File: src/rtl/memctl_evt_pkg.sv
package memctl_evt_pkg;
  localparam int SEL_W   = 8;
  localparam int SEL_LSB = 24;
  localparam int BIT_OVF = 0;
  localparam int BIT_CLR = 1;
  localparam int BIT_EN  = 2;

  localparam logic [SEL_W-1:0] CODE_CYCLES = 8'h00;
  localparam logic [SEL_W-1:0] CODE_RD_ID  = 8'h41;
  localparam logic [SEL_W-1:0] CODE_WR_ID  = 8'h42;

  // Lane of the pulse vector picked by a select code, -1 when none.
  function automatic int lane_of(logic [SEL_W-1:0] code);
    case (code)
      8'h04:   return 0;
      8'h05:   return 1;
      8'h31:   return 2;
      8'h32:   return 3;
      8'h37:   return 4;
      8'h20:   return 5;
      8'h21:   return 6;
      8'h30:   return 7;
      default: return -1;
    endcase
  endfunction
endpackage

File: src/rtl/memctl_evt_filter.sv
module memctl_evt_filter #(
  parameter int ID_W = 16
) (
  input  logic [2*ID_W-1:0] filt,
  input  logic              rd_txn_vld,
  input  logic [ID_W-1:0]   rd_txn_id,
  input  logic              wr_txn_vld,
  input  logic [ID_W-1:0]   wr_txn_id,
  output logic              rd_match,
  output logic              wr_match
);
  logic [ID_W-1:0] cmp_id, cmp_mask;

  assign cmp_id   = filt[ID_W-1:0];
  assign cmp_mask = filt[2*ID_W-1:ID_W];
  assign rd_match = rd_txn_vld && (((rd_txn_id ^ cmp_id) & cmp_mask) == '0);
  assign wr_match = wr_txn_vld && (((wr_txn_id ^ cmp_id) & cmp_mask) == '0);
endmodule

File: src/rtl/memctl_evt_slot.sv
module memctl_evt_slot
  import memctl_evt_pkg::*;
#(
  parameter int CNT_W       = 32,
  parameter int EVT_W       = 8,
  parameter bit CYCLES_ONLY = 1'b0
) (
  input  logic             clk,
  input  logic             rst_n,
  input  logic             ctrl_wr,
  input  logic             ctrl_clr,
  input  logic             ctrl_en,
  input  logic [SEL_W-1:0] ctrl_sel,
  input  logic [EVT_W-1:0] evt,
  input  logic             rd_match,
  input  logic             wr_match,
  output logic [CNT_W-1:0] cnt_q,
  output logic             en_q,
  output logic             ovf_q,
  output logic [SEL_W-1:0] sel_q
);
  logic             hit;
  logic [SEL_W-1:0] sel_d;

  generate
    if (CYCLES_ONLY) begin : g_cyc
      logic sink_unused;
      assign sink_unused = ^{evt, rd_match, wr_match, ctrl_sel};
      assign hit   = 1'b1;
      assign sel_d = '0;
    end else begin : g_sel
      assign sel_d = ctrl_sel;
      always_comb begin
        hit = 1'b0;
        if (sel_q == CODE_CYCLES) hit = 1'b1;
        if (sel_q == CODE_RD_ID)  hit = rd_match;
        if (sel_q == CODE_WR_ID)  hit = wr_match;
        for (int k = 0; k < EVT_W; k++)
          if (lane_of(sel_q) == k) hit = evt[k];
      end
    end
  endgenerate

  always_ff @(posedge clk) begin
    if (!rst_n) begin
      cnt_q <= '0;
      en_q  <= 1'b0;
      ovf_q <= 1'b0;
      sel_q <= '0;
    end else if (ctrl_wr) begin
      en_q  <= ctrl_en;
      sel_q <= sel_d;
      if (ctrl_clr) begin
        cnt_q <= '0;
        ovf_q <= 1'b0;
      end
    end else if (en_q && hit) begin
      cnt_q <= cnt_q + 1'b1;
      if (&cnt_q) ovf_q <= 1'b1;
    end
  end
endmodule

File: src/rtl/memctl_evt_counters.sv
module memctl_evt_counters
  import memctl_evt_pkg::*;
#(
  parameter int NUM_CNT = 4,
  parameter int CNT_W   = 32,
  parameter int EVT_W   = 8,
  parameter int ID_W    = 16,
  parameter int AW      = 32,
  parameter int DW      = 32
) (
  input  logic             clk,
  input  logic             rst_n,
  input  logic             req_valid,
  input  logic             req_write,
  input  logic [AW-1:0]    req_addr,
  input  logic [DW-1:0]    req_wdata,
  output logic             rd_valid,
  output logic [DW-1:0]    rd_data,
  input  logic [EVT_W-1:0] mc_evt,
  input  logic             rd_txn_vld,
  input  logic [ID_W-1:0]  rd_txn_id,
  input  logic             wr_txn_vld,
  input  logic [ID_W-1:0]  wr_txn_id,
  output logic             irq
);
  localparam int CTRL_BASE = 'h00;
  localparam int CNT_BASE  = 'h20;
  localparam int FILT_ADDR = 'h30;
  localparam int FILT_W    = 2 * ID_W;

  logic [NUM_CNT-1:0][CNT_W-1:0] cnt_q;
  logic [NUM_CNT-1:0][SEL_W-1:0] sel_q;
  logic [NUM_CNT-1:0]            en_q, ovf_q, ctrl_wr;
  logic [FILT_W-1:0]             filt_q;
  logic                          rd_match, wr_match, wr_req, rd_req;
  logic [DW-1:0]                 rd_mux;

  assign wr_req = req_valid && req_write;
  assign rd_req = req_valid && !req_write;

  always_ff @(posedge clk) begin
    if (!rst_n) filt_q <= '0;
    else if (wr_req && req_addr == AW'(FILT_ADDR)) filt_q <= req_wdata[FILT_W-1:0];
  end

  memctl_evt_filter #(.ID_W(ID_W)) u_filter (
    .filt       (filt_q),
    .rd_txn_vld (rd_txn_vld),
    .rd_txn_id  (rd_txn_id),
    .wr_txn_vld (wr_txn_vld),
    .wr_txn_id  (wr_txn_id),
    .rd_match   (rd_match),
    .wr_match   (wr_match)
  );

  generate
    for (genvar i = 0; i < NUM_CNT; i++) begin : g_slot
      assign ctrl_wr[i] = wr_req && (req_addr == AW'(CTRL_BASE + 4 * i));
      memctl_evt_slot #(
        .CNT_W       (CNT_W),
        .EVT_W       (EVT_W),
        .CYCLES_ONLY (i == 0)
      ) u_slot (
        .clk      (clk),
        .rst_n    (rst_n),
        .ctrl_wr  (ctrl_wr[i]),
        .ctrl_clr (req_wdata[BIT_CLR]),
        .ctrl_en  (req_wdata[BIT_EN]),
        .ctrl_sel (req_wdata[SEL_LSB +: SEL_W]),
        .evt      (mc_evt),
        .rd_match (rd_match),
        .wr_match (wr_match),
        .cnt_q    (cnt_q[i]),
        .en_q     (en_q[i]),
        .ovf_q    (ovf_q[i]),
        .sel_q    (sel_q[i])
      );
    end
  endgenerate

  always_comb begin
    rd_mux = '0;
    for (int i = 0; i < NUM_CNT; i++) begin
      if (req_addr == AW'(CTRL_BASE + 4 * i)) begin
        rd_mux[SEL_LSB +: SEL_W] = sel_q[i];
        rd_mux[BIT_EN]           = en_q[i];
        rd_mux[BIT_OVF]          = ovf_q[i];
      end
      if (req_addr == AW'(CNT_BASE + 4 * i)) rd_mux = DW'(cnt_q[i]);
    end
    if (req_addr == AW'(FILT_ADDR)) rd_mux = DW'(filt_q);
  end

  always_ff @(posedge clk) begin
    if (!rst_n) begin
      rd_valid <= 1'b0;
      rd_data  <= '0;
    end else begin
      rd_valid <= rd_req;
      rd_data  <= rd_req ? rd_mux : '0;
    end
  end

  assign irq = ovf_q[0];
endmodule

File: config.mk
export PLATFORM = sky130hd
export DESIGN_NAME = memctl_evt_counters
export DESIGN_NICKNAME = d
export VERILOG_FILES = /design/src/rtl/memctl_evt_pkg.sv /design/src/rtl/memctl_evt_filter.sv /design/src/rtl/memctl_evt_slot.sv /design/src/rtl/memctl_evt_counters.sv
export SDC_FILE = /design/constraint.sdc
export NUM_CORES = 1
export LEC_CHECK = 0
export ABC_CLOCK_PERIOD_IN_PS = 9470
export BUFFER_PORTS_ARGS = -buffer_cell sky130_fd_sc_hd__buf_2
export CAP_MARGIN = 10
export CORE_MARGIN = 2
export CORE_UTILIZATION = 55
export CTS_CLUSTER_SIZE = 12
export DETAILED_ROUTE_END_ITERATION = 8
export HOLD_SLACK_MARGIN = 0.1
export PLACE_DENSITY = 0.76
export RECOVER_POWER = 100
export SYNTH_ARGS = -nofsm -noshare
export SYNTH_HDL_FRONTEND = slang
export SYNTH_HIERARCHICAL = 1
export SYNTH_SLANG_ARGS = --single-unit
File: constraint.sdc
create_clock -name clk -period 9.47 [get_ports clk]
set_input_delay 1.894 -clock clk [delete_from_list [all_inputs] [get_ports clk]]
set_output_delay 1.894 -clock clk [all_outputs]
set_load 0.01 [all_outputs]
==> results of run 1 <==
kinds of logic (layout without fill, tap and decap cells):
group / after synthesis / after routing / synth area share
AND/OR/NAND/NOR: 660 / 660 / 0.2820
AO/OA/AOI/OAI: 439 / 439 / 0.2502
flip-flops: 225 / 225 / 0.3355
buffers and inverters: 136 / 241 / 0.04977
multiplexers: 56 / 56 / 0.04185
XOR/XNOR: 55 / 55 / 0.03588
adder cells (fa/ha/maj): 5 / 5 / 0.004474
other: 1 / 8 / 0.0002793
registers in the layout, summed over array words and instances, names as in the netlist:
name,cells
rd_valid,1
g_slot.u_slot/en_q,4
rd_data,32
g_slot.u_slot/ovf_q,4
filt_q,32
g_slot.u_slot/cnt_q,128
g_slot.u_slot/sel_q,24
per-stage QoR:
stage	power (uW)	setup WS [ps]	hold slack (ps)
2_1_floorplan	1006	4803	420.2
3_3_place_gp	1048	3537	447.3
3_5_place_dp	1049	3300	453.8
4_1_cts	1984	3847	462.8
5_1_grt	2027	2119	485.0
6_report	1980	2546	474.0
report_power, final:
part | internal [uW] | switching, uW | leakage [uW]
Clock | 543 | 407 | 0.000389
Sequential | 947 | 0.0429 | 0.00181
Combinational | 31.0 | 52.1 | 0.00281
critical path, delay by kind of cell:
family,cells,cell delay [ps]
simple gates,6,3010
compound gates,3,1700
buf+inv,2,760
path summary, 6_finish.rpt:
kind	startpoint	end	cells past startpoint
max	req_addr[17]	g_slot[1].u_slot/cnt_q[22]	11
min	g_slot[3].u_slot/ovf_q	g_slot[3].u_slot/ovf_q	2
max reg2reg	g_slot[1].u_slot/sel_q[5]	g_slot[1].u_slot/cnt_q[22]	7
min reg2reg	g_slot[3].u_slot/ovf_q	g_slot[3].u_slot/ovf_q	2
final cells by class:
type	instances	area [sq um]
fill	2197	9339
multi-input combinational	1223	8158
tap	324	405.4
sequential	225	4504
timing repair buffer	156	754.5
clock buffer	33	695.7
inverter	43	161.4
clock inverter	9	87.58
routing by layer:
layer  wire length [um]  GRT usage  up-vias
li1                   -          -     6124
met1              18530     0.4539     6474
met2              19600     0.5102      804
met3               4566    0.06234      160
met4               2170     0.1503        2
met5                 11          0        -
layout by cell type (no fill, tap or decap), types with 29 or more instances in the layout:
cell,Yosys,layout
a21boi_0,12,51
a21oi_1,71,72
a22oi_1,48,48
a31oi_1,37,39
buf_2,30,108
clkbuf_1,37,43
dfxtp_1,225,225
inv_1,43,43
mux2i_1,55,55
nand2_1,185,186
nand2b_1,32,32
nand3_1,75,75
nand4_1,32,33
nor2_1,71,72
nor2b_1,29,29
o21ai_0,24,33
or4_1,34,34
xor2_1,40,40
==> metrics.txt, run 1 <==
status complete, but fails checks; failing checks max-capacitance violations, max-slew violations; final max-slew violation count 31; clk_lat worst skew 540 ps; Routed Antenna Nets 0; initial antenna violation count 1; Seq/Total Area, Yosys 0.3355; critical path cell sequence buf_2 > nor4_1 > nand4_1 > or2_2 > nor2_1 > clkbuf_1 > nand2b_1 > a31oi_1 > o32ai_1 > and2_0 > o2bb2ai_1; Max Fclk 144.4 MHz; EDFF count, synth 0; Tightest Pin Transition 3008 ps; Std-Cell Rows 57; die height 160.2 um; fin crit period 6924 ps; min-delay worst type reg2reg; Post-Place Cell Area 0.01418 sq mm; Die W 160.2 um; final hold viol count 0; CP Data Arrival Time 7400 ps; Total Wirelength 44,880 um; Initial Util 0.5569; Leak 0.005011 uW; Setup TNS 0 ps; core area 0.02411 sq mm; post-CTS setup buffer count 0; RSZ-0062 raised after global routing false; crit-path max cell delay 1460 ps; cell taking the most area after synthesis dfxtp_1; Max Cap Violations 1; CP max stage cell o32ai_1; routability-driven placement congestion ratio 1.025; Main synth FF type dfxtp_1; synth top area cells dfxtp_1 34%, nand2_1 5.2%, mux2i_1 4.1%; die area 0.02567 sq mm; DRT Pass-1 Iters 8; Final Core Density 0.6126; Area Growth Syn to Fin 10.00%; Max FO, Critical Path 30; grt ovf 0; WP data required 9940 ps; # nets final 1,788; Synth Register Bits 225; clk_skew 15.79 ps; Mapped Area 0.01342 sq mm; pin count of the biggest net entering global routing 98; clk sinks 225; cts hold-fix bufs 0; Ys Warns 6; async set-or-reset flop fraction in the synthesized netlist 0; Syn Inst Count 1,577; most frequent cells after synthesis 225 x dfxtp_1, 185 x nand2_1, 75 x nand3_1; Synth top area share 0.3355; worst vdd ir 105.1 uV; most common cell in the synthesized netlist dfxtp_1; first-pass GRT wire length 68,150 um; Via Count 13,560; Final period util 0.7311; vias in the first global route 12,260; Post-Syn Area per Cell 8.512 sq um; CTS Buf Count 25; CTS root buffer clkbuf_16; setup violators final 0; Bufs on Longest Clock Path 3; Slew HR -1.011; Power Density 134.1 mW/mm^2; Post-Layout Inst Area 0.01477 sq mm; flop2flop setup slack 4620 ps; vias per cell 6.738; Worst Setup Path Type in2reg; average wire per standard cell 22.29 um; gr usage total 0.3321; non-filler cells, final 2,013; post-synth cell types 106; # DRC 0; ratio of cells with drive above 1 in the final layout 0.1332; TritonCTS clock tree built; diode count 0; Clock transition at path regs 60 ps; CTS resizes 0; placed cell count 1,970; Worst setup EP type flop; I/O Buffers 143; HPWL after DPL 32,620 um; I/O Pins 144; Starting DRT DRC Count 1,831; type of origin of the critical path input pin; htree depth 1
Note: power is estimated with default switching activity, not from simulation.
==> run 2: changes to the inputs <==
--- a/config.mk
+++ b/config.mk
@@ -5,7 +5,8 @@
 export SDC_FILE = /design/constraint.sdc
 export NUM_CORES = 1
 export LEC_CHECK = 0
-export ABC_CLOCK_PERIOD_IN_PS = 9470
+export ABC_AREA = 1
+export ABC_CLOCK_PERIOD_IN_PS = 6100
 export BUFFER_PORTS_ARGS = -buffer_cell sky130_fd_sc_hd__buf_2
 export CAP_MARGIN = 10
 export CORE_MARGIN = 2
@@ -13,7 +14,7 @@
 export CTS_CLUSTER_SIZE = 12
 export DETAILED_ROUTE_END_ITERATION = 8
 export HOLD_SLACK_MARGIN = 0.1
-export PLACE_DENSITY = 0.76
+export PLACE_DENSITY = 0.79
 export RECOVER_POWER = 100
 export SYNTH_ARGS = -nofsm -noshare
 export SYNTH_HDL_FRONTEND = slang
==> constraint.sdc (replaced) <==
create_clock -name clk -period 6.1 [get_ports clk]
set_input_delay 1.22 -clock clk [delete_from_list [all_inputs] [get_ports clk]]
set_output_delay 1.22 -clock clk [all_outputs]
set_load 0.01 [all_outputs]
==> run 2 against run 1 <==
Compared with the run above: the run still ends with max-capacitance violations, max-slew violations left; clock skew grew 1.9 ps; non-clock buffer count grew 5; core utilization shrank 1.3 points; die area grew 17%; largest power group unchanged; first-iteration DRC count grew 17%; critical endpoint is now g_slot[0].u_slot/cnt_q[7].
==> metrics.txt, run 2 <==
status complete, but fails checks (unchanged); failing checks max-capacitance violations, max-slew violations (unchanged); final hold viol count 0 (unchanged); total power 3107 uW (was 1980 uW); I/O Pins 144 (unchanged); final max-slew violation count 68 (was 31); commonest non-fill, non-tap cells in the layout 537 x nand2_1, 307 x nor2_1, 300 x nand3_1, 244 x inv_1, 225 x dfxtp_1 (was 225 x dfxtp_1, 186 x nand2_1, 108 x buf_2, 75 x nand3_1); sequential group share of total power 0.473 (was 0.478); setup violators final 0 (unchanged); Worst Setup Path Type in2reg (unchanged); Min-Delay Endpoint g_slot[2].u_slot/ovf_q (was g_slot[3].u_slot/ovf_q); Total Wirelength 51,350 um (was 44,880 um); worst reg-to-reg path cell count 20 (was 7); I/O Buffers 143 (unchanged); flop2flop setup slack 2810 ps (was 4620 ps); CTS resizes 0 (unchanged); async set-or-reset flop fraction in the synthesized netlist 0 (unchanged); htree depth 1 (unchanged); vias per cell 5.872 (was 6.738); grt ovf 0 (unchanged); Synth top area share 0.2856 (was 0.3355); average wire per standard cell 17.62 um (was 22.29 um); worst hold start g_slot[2].u_slot/ovf_q (was g_slot[3].u_slot/ovf_q); CP Data Arrival Time 5630 ps (was 7400 ps); ratio of cells with drive above 1 in the final layout 0.1360 (was 0.1332); wl on met1 21,380 um (was 18,530 um); gr usage total 0.3323 (was 0.3321); Setup TNS 0 ps (unchanged); non-filler cells, final 2,915 (was 2,013); Routed Antenna Nets 0 (unchanged); Mapped Area 0.01577 sq mm (was 0.01342 sq mm); most frequent cells after synthesis 532 x nand2_1, 303 x nor2_1, 239 x inv_1 (was 225 x dfxtp_1, 185 x nand2_1, 75 x nand3_1); Final period util 0.8494; type of origin of the critical path input pin (unchanged); # DRC 0 (unchanged); Tightest Pin Transition 1836 ps (was 3008 ps); Std-Cell Rows 61 (was 57); most flop-heavy register g_slot.u_slot/cnt_q (unchanged); Slew HR -0.2239 (was -1.011); sw frac 0.2245 (was 0.2317); most common cell after layout, fill and taps aside nand2_1 (was dfxtp_1); Ys Warns 6 (unchanged); most common cell in the synthesized netlist nand2_1 (was dfxtp_1); routability-driven placement congestion ratio 0.9926 (was 1.025); r2r endpoint g_slot[3].u_slot/cnt_q[22] (was g_slot[1].u_slot/cnt_q[22]); clk_lat worst skew 540 ps (about the same); critical path cell sequence clkbuf_1 > clkbuf_1 > inv_1 > nor2_1 > inv_1 > o31ai_1 (was buf_2 > nor4_1 > nand4_1 > or2_2 > nor2_1 > clkbuf_1 > nand2b_1 > a31oi_1 > o32ai_1 > and2_0 > o2bb2ai_1); die area 0.03005 sq mm (was 0.02567 sq mm); post-CTS setup buffer count 0 (unchanged); Leak 0.006547 uW (was 0.005011 uW); min-delay worst type reg2reg (unchanged); post-synth cell types 55 (was 106); top flop regs g_slot.u_slot/cnt_q (128), filt_q (32), rd_data (32) (unchanged); DRT Pass-1 Iters 6 (was 8); Main synth FF type dfxtp_1 (unchanged); clock power share 0.486 (was 0.480); logic gate share of total power 0.041 (was 0.042); Post-Syn Area per Cell 6.480 sq um (was 8.512 sq um); worst vdd ir 175.4 uV (was 105.1 uV); RSZ-0062 raised after global routing false (unchanged); vias in the first global route 15,540 (was 12,260); Routed met3 length 5072 um (was 4566 um); CTS Buf Count 25 (unchanged); Pint 2410 uW (was 1521 uW); die height 173.3 um (was 160.2 um); EDFF count, synth 0 (unchanged); Max FO, Critical Path 35 (was 30); Synth Register Bits 225 (unchanged); diode count 0 (unchanged); placed cell count 2,876 (was 1,970); Syn Inst Count 2,434 (was 1,577); Via Count 17,120 (was 13,560); crit-path max cell delay 1380 ps (was 1460 ps); Highest Signal Layer met5 (unchanged); WP data required 6550 ps (was 9940 ps); Switching Power 697.7 uW (was 458.7 uW); Max Cap Violations 2 (was 1); Die W 173.3 um (was 160.2 um); WHS Path Cells 2 (unchanged); HPWL after DPL 38,540 um (was 32,620 um); Clock transition at path regs 70 ps (was 60 ps); Worst Path Buf+Inv 4 (was 2); met2 WL 22,420 um (was 19,600 um); clk_skew 17.71 ps (was 15.79 ps); Initial Util 0.5631 (was 0.5569); CTS root buffer clkbuf_16 (unchanged); first-pass GRT wire length 81,570 um (was 68,150 um); Power Density 184.9 mW/mm^2 (was 134.1 mW/mm^2); synth top area cells dfxtp_1 29%, nand2_1 13%, nand3_1 7.4% (was dfxtp_1 34%, nand2_1 5.2%, mux2i_1 4.1%); core area 0.02801 sq mm (was 0.02411 sq mm); fin crit period 5181 ps; max FFs per register 128 (unchanged); reg-to-reg startpoint filt_q[3] (was g_slot[1].u_slot/sel_q[5]); cts hold-fix bufs 0 (unchanged); CP max stage cell clkbuf_1 (was o32ai_1); clk sinks 225 (unchanged); Max Fclk 193.0 MHz; initial antenna violation count 1 (unchanged); # nets final 2,639 (was 1,788); TritonCTS clock tree built (unchanged); CP top delay family buffers and inverters (was simple AND/OR/NAND/NOR gates); pin count of the biggest net entering global routing 78 (was 98); cell taking the most area after synthesis dfxtp_1 (unchanged); Seq/Total Area, Yosys 0.2856 (was 0.3355); Worst setup EP type flop (unchanged); Starting DRT DRC Count 2,145 (was 1,831); Area Growth Syn to Fin 6.545% (was 10.00%); Bufs on Longest Clock Path 3 (unchanged)
-- run 2: per-layer routing --
metal  global-route usage  vias up
li1                     -     8149
met1               0.4522     7899
met2               0.5120      913
met3              0.05746      153
met4               0.1568        2
met5                    0        -
-- run 2: metrics by stage --
step	area (sq um)	hold slack [ps]	setup WS (ps)	utilization
6_report	16800	480.7	918.7	0.5999
5_1_grt	16800	514.6	735.9	0.5999
4_1_cts	17280	475.0	1928	0.6169
3_5_place_dp	16480	464.9	1393	0.5884
3_3_place_gp	16480	450.3	1592	0.5884
2_1_floorplan	15800	440.8	2768	-
-- run 2: power groups by stage --
| stage | Clock [uW] | Sequential, uW | Combinational [uW] |
|---|---|---|---|
| finish | 1510 | 1470 | 127 |
| global route | 1590 | 1470 | 137 |
| CTS | 1530 | 1470 | 125 |
| detailed placement | 0 | 1500 | 124 |
| global placement | 0 | 1500 | 122 |
| floorplan | 0 | 1500 | 55.9 |
-- run 2: final cells by class --
type                       instances  area (sq um)
clock buffer                      34         719.4
clock inverter                     5         78.83
fill                            2706         11210
inverter                         276          1036
multi-input combinational       1836          9219
sequential                       225          4504
tap                              378         473.0
timing repair buffer             161         774.5
-- run 2: kinds of logic (layout without fill, tap and decap cells) --
| logic type | after synthesis | count (layout) | synth area share |
|---|---|---|---|
| flops | 225 | 225 | 0.2856 |
| other cells | 1 | 8 | 0.0002378 |
| xor+xnor | 43 | 43 | 0.02388 |
| compound gates | 329 | 329 | 0.1210 |
| simple gates | 1452 | 1452 | 0.4591 |
| fa+ha+maj | 4 | 4 | 0.003173 |
| buf+inv | 380 | 476 | 0.1071 |
-- run 2: worst max path at each step --
stage,startpoint,end,slack (ps),depth (start not counted)
floorplan,req_addr[15],g_slot[2].u_slot/cnt_q[13],2770,15
global placement,req_addr[15],g_slot[2].u_slot/cnt_q[5],1590,17
detailed placement,req_addr[15],g_slot[2].u_slot/cnt_q[5],1390,17
CTS,req_addr[15],g_slot[2].u_slot/cnt_q[5],1930,17
global route,req_addr[15],g_slot[1].u_slot/cnt_q[8],740,17
finish,rst_n,g_slot[0].u_slot/cnt_q[7],920,6
-- run 2: worst min-delay path, stage by stage (launching register included) --
cell and delay [ps]:
dfxtp_1 310, nand2_1 70, a21oi_1 60
==> run 3: changes to the inputs <==
--- a/config.mk
+++ b/config.mk
@@ -6,7 +6,7 @@
 export NUM_CORES = 1
 export LEC_CHECK = 0
 export ABC_AREA = 1
-export ABC_CLOCK_PERIOD_IN_PS = 6100
+export ABC_CLOCK_PERIOD_IN_PS = 4500
 export BUFFER_PORTS_ARGS = -buffer_cell sky130_fd_sc_hd__buf_2
 export CAP_MARGIN = 10
 export CORE_MARGIN = 2
==> constraint.sdc (replaced) <==
create_clock -name clk -period 4.5 [get_ports clk]
set_input_delay 0.9 -clock clk [delete_from_list [all_inputs] [get_ports clk]]
set_output_delay 0.9 -clock clk [all_outputs]
set_load 0.01 [all_outputs]
==> run 3 against run 2 <==
Compared with the run above: the run now ends clean; cell area grew 0.66%; cell count grew 0.51%; setup slack lost 150 ps; register-to-register slack lost 1400 ps; first-iteration DRC count grew 9.0%; sequential cell count is the same; sequential share of layout area shrank 0.17 points; critical endpoint is now rd_data[3]; highest routed layer unchanged.
==> metrics.txt, run 3 (synthesis gave the netlist of run 2 again) <==
clk_skew 15.39 ps (was 17.71 ps); Clock transition at path regs 60 ps (was 70 ps); status completed (was complete, but fails checks); Routed Antenna Nets 0 (unchanged); I/O Buffers 143 (unchanged); Area Growth Syn to Fin 7.243% (was 6.545%); Slew HR 0.04522 (was -0.2239); Setup TNS 0 ps (unchanged); DRT Pass-1 Iters 8 (was 6); max FFs per register 128 (unchanged); Worst Setup Path Type in2reg (unchanged); placed cell count 2,884 (was 2,876); WHS Path Cells 2 (unchanged); Final period util 0.8281; ratio of cells with drive above 1 in the final layout 0.1403 (was 0.1360); core area 0.02801 sq mm (unchanged); cts hold-fix bufs 0 (unchanged); die area 0.03005 sq mm (unchanged); total power 4279 uW (was 3107 uW); Die W 173.3 um (unchanged); clk_lat worst skew 560 ps (was 540 ps); Total Wirelength 52,500 um (was 51,350 um); setup violators final 0 (unchanged); Max FO, Critical Path 25 (was 35); type of origin of the critical path input pin (unchanged); worst reg-to-reg path cell count 20 (unchanged); Highest Signal Layer met5 (unchanged); Via Count 16,940 (was 17,120); first-pass GRT wire length 83,020 um (was 81,570 um); CTS Buf Count 26 (was 25); Worst setup EP type flop (unchanged); Worst Path Buf+Inv 4 (unchanged); diode count 0 (unchanged); fin crit period 3727 ps; WP data required 4970 ps (was 6550 ps); CTS root buffer clkbuf_16 (unchanged); grt ovf 0 (unchanged); CP max stage cell nor3_1 (was clkbuf_1); Power Density 253.0 mW/mm^2 (was 184.9 mW/mm^2); htree depth 1 (unchanged); Post-Place Cell Area 0.01654 sq mm (was 0.01648 sq mm); TritonCTS clock tree built (unchanged); vias in the first global route 15,500 (was 15,540); post-CTS setup buffer count 0 (unchanged); Max Cap Violations 0 (was 2); Routed met3 length 5082 um (was 5072 um); Bufs on Longest Clock Path 3 (unchanged); worst vdd ir 280.7 uV (was 175.4 uV); Tightest Pin Transition 1421 ps (was 1836 ps); most common cell after layout, fill and taps aside nand2_1 (unchanged); CP Data Arrival Time 4190 ps (was 5630 ps); non-filler cells, final 2,930 (was 2,915); CTS resizes 0 (unchanged); wl on met1 22,370 um (was 21,380 um); Max Fclk 268.3 MHz; final max-slew violation count 0 (was 68); commonest non-fill, non-tap cells in the layout 536 x nand2_1, 307 x nor2_1, 302 x nand3_1, 242 x inv_1, 225 x dfxtp_1 (was 537 x nand2_1, 307 x nor2_1, 300 x nand3_1, 244 x inv_1, 225 x dfxtp_1); RSZ-0062 raised after global routing false (unchanged); top flop regs g_slot.u_slot/cnt_q (128), filt_q (32), rd_data (32) (unchanged); # DRC 0 (unchanged); Crit. path cell count 6 (unchanged); most flop-heavy register g_slot.u_slot/cnt_q (unchanged); clk sinks 225 (unchanged); HPWL after DPL 39,580 um (was 38,540 um); Post-Layout Inst Area 0.01692 sq mm (was 0.01680 sq mm); gr usage total 0.3391 (was 0.3323); # nets final 2,648 (was 2,639); min-delay worst type reg2reg (unchanged); CP top delay family buffers and inverters (unchanged); met2 WL 22,200 um (was 22,420 um); routability-driven placement congestion ratio 1.027 (was 0.9926); vias per cell 5.782 (was 5.872); Std-Cell Rows 61 (unchanged); CP most frequent cell clkbuf_1; critical path cell sequence clkbuf_1 > inv_1 > nor3_1 > clkbuf_1 > clkinv_1 > a31oi_1 (was clkbuf_1 > clkbuf_1 > inv_1 > nor2_1 > inv_1 > o31ai_1); die height 173.3 um (unchanged); average wire per standard cell 17.92 um (was 17.62 um); I/O Pins 144 (unchanged); Leak 0.006602 uW (was 0.006547 uW); initial antenna violation count 1 (unchanged); Starting DRT DRC Count 2,339 (was 2,145); Initial Util 0.5631 (unchanged); pin count of the biggest net entering global routing 45 (was 78); crit-path max cell delay 1110 ps (was 1380 ps); final hold viol count 0 (unchanged)
-- run 3: cell types whose count changed in the layout (fill, tap and decap cells not counted), moves of 2 or more --
cell and delta:
buf_4 +8, clkbuf_1 +4, clkinv_2 +2, inv_1 -2
inv_2 +2, nand2_4 +2, nand3_1 +2, nand3_2 -2
o21ai_0 -4, o21ai_1 +4
-- run 3: layout make-up --
cell class / count / area (sq um)
Clock inverter: 7 / 73.82
Multi-Input combinational cell: 1836 / 9225
Timing Repair Buffer: 169 / 833.3
Sequential cell: 225 / 4504
Inverter: 276 / 1036
Tap cell: 378 / 473.0
Clock buffer: 39 / 769.5
Fill cell: 2777 / 11100
-- run 3: tightest hold or removal path, delay by kind of cell (launching register included) --
| family | cells | cell delay, ps |
|---|---|---|
| compound gates | 1 | 50 |
| flops | 1 | 310 |
| simple gates | 1 | 60 |
-- run 3: per-layer routing --
layer,global-route usage,up-vias
met5,0,-
li1,-,8166
met3,0.04254,159
met4,0.1557,2
met2,0.5138,860
met1,0.4799,7753
-- run 3: power by group --
group | leakage, uW | internal [uW] | switching (uW) | total, uW
registers | 0.00181 | 1990 | 0.0820 | 1990
logic | 0.00438 | 57.1 | 115 | 172
clock network | 0.000415 | 1230 | 882 | 2110
-- run 3: final timing paths --
kind                                                  end  slack (ps)              startpoint
worst max-delay path                           rd_data[3]         770                   rst_n
worst min-delay path               g_slot[2].u_slot/ovf_q         470  g_slot[2].u_slot/ovf_q
worst min register to register     g_slot[2].u_slot/ovf_q         470  g_slot[2].u_slot/ovf_q
worst max register to register  g_slot[3].u_slot/cnt_q[9]        1420               filt_q[0]
-- run 3: through the flow --
| stage | utilization | worst slack, ps | hold WS [ps] |
|---|---|---|---|
| final | 0.6039 | 773.4 | 467.6 |
| after global placement | 0.5906 | 915.5 | 450.3 |
| after CTS | 0.6207 | 1362 | 465.3 |
| after detailed placement | 0.5906 | 826.6 | 456.3 |
| after global routing | 0.6039 | 511.0 | 494.2 |
| after floorplan | - | 1488 | 440.8 |
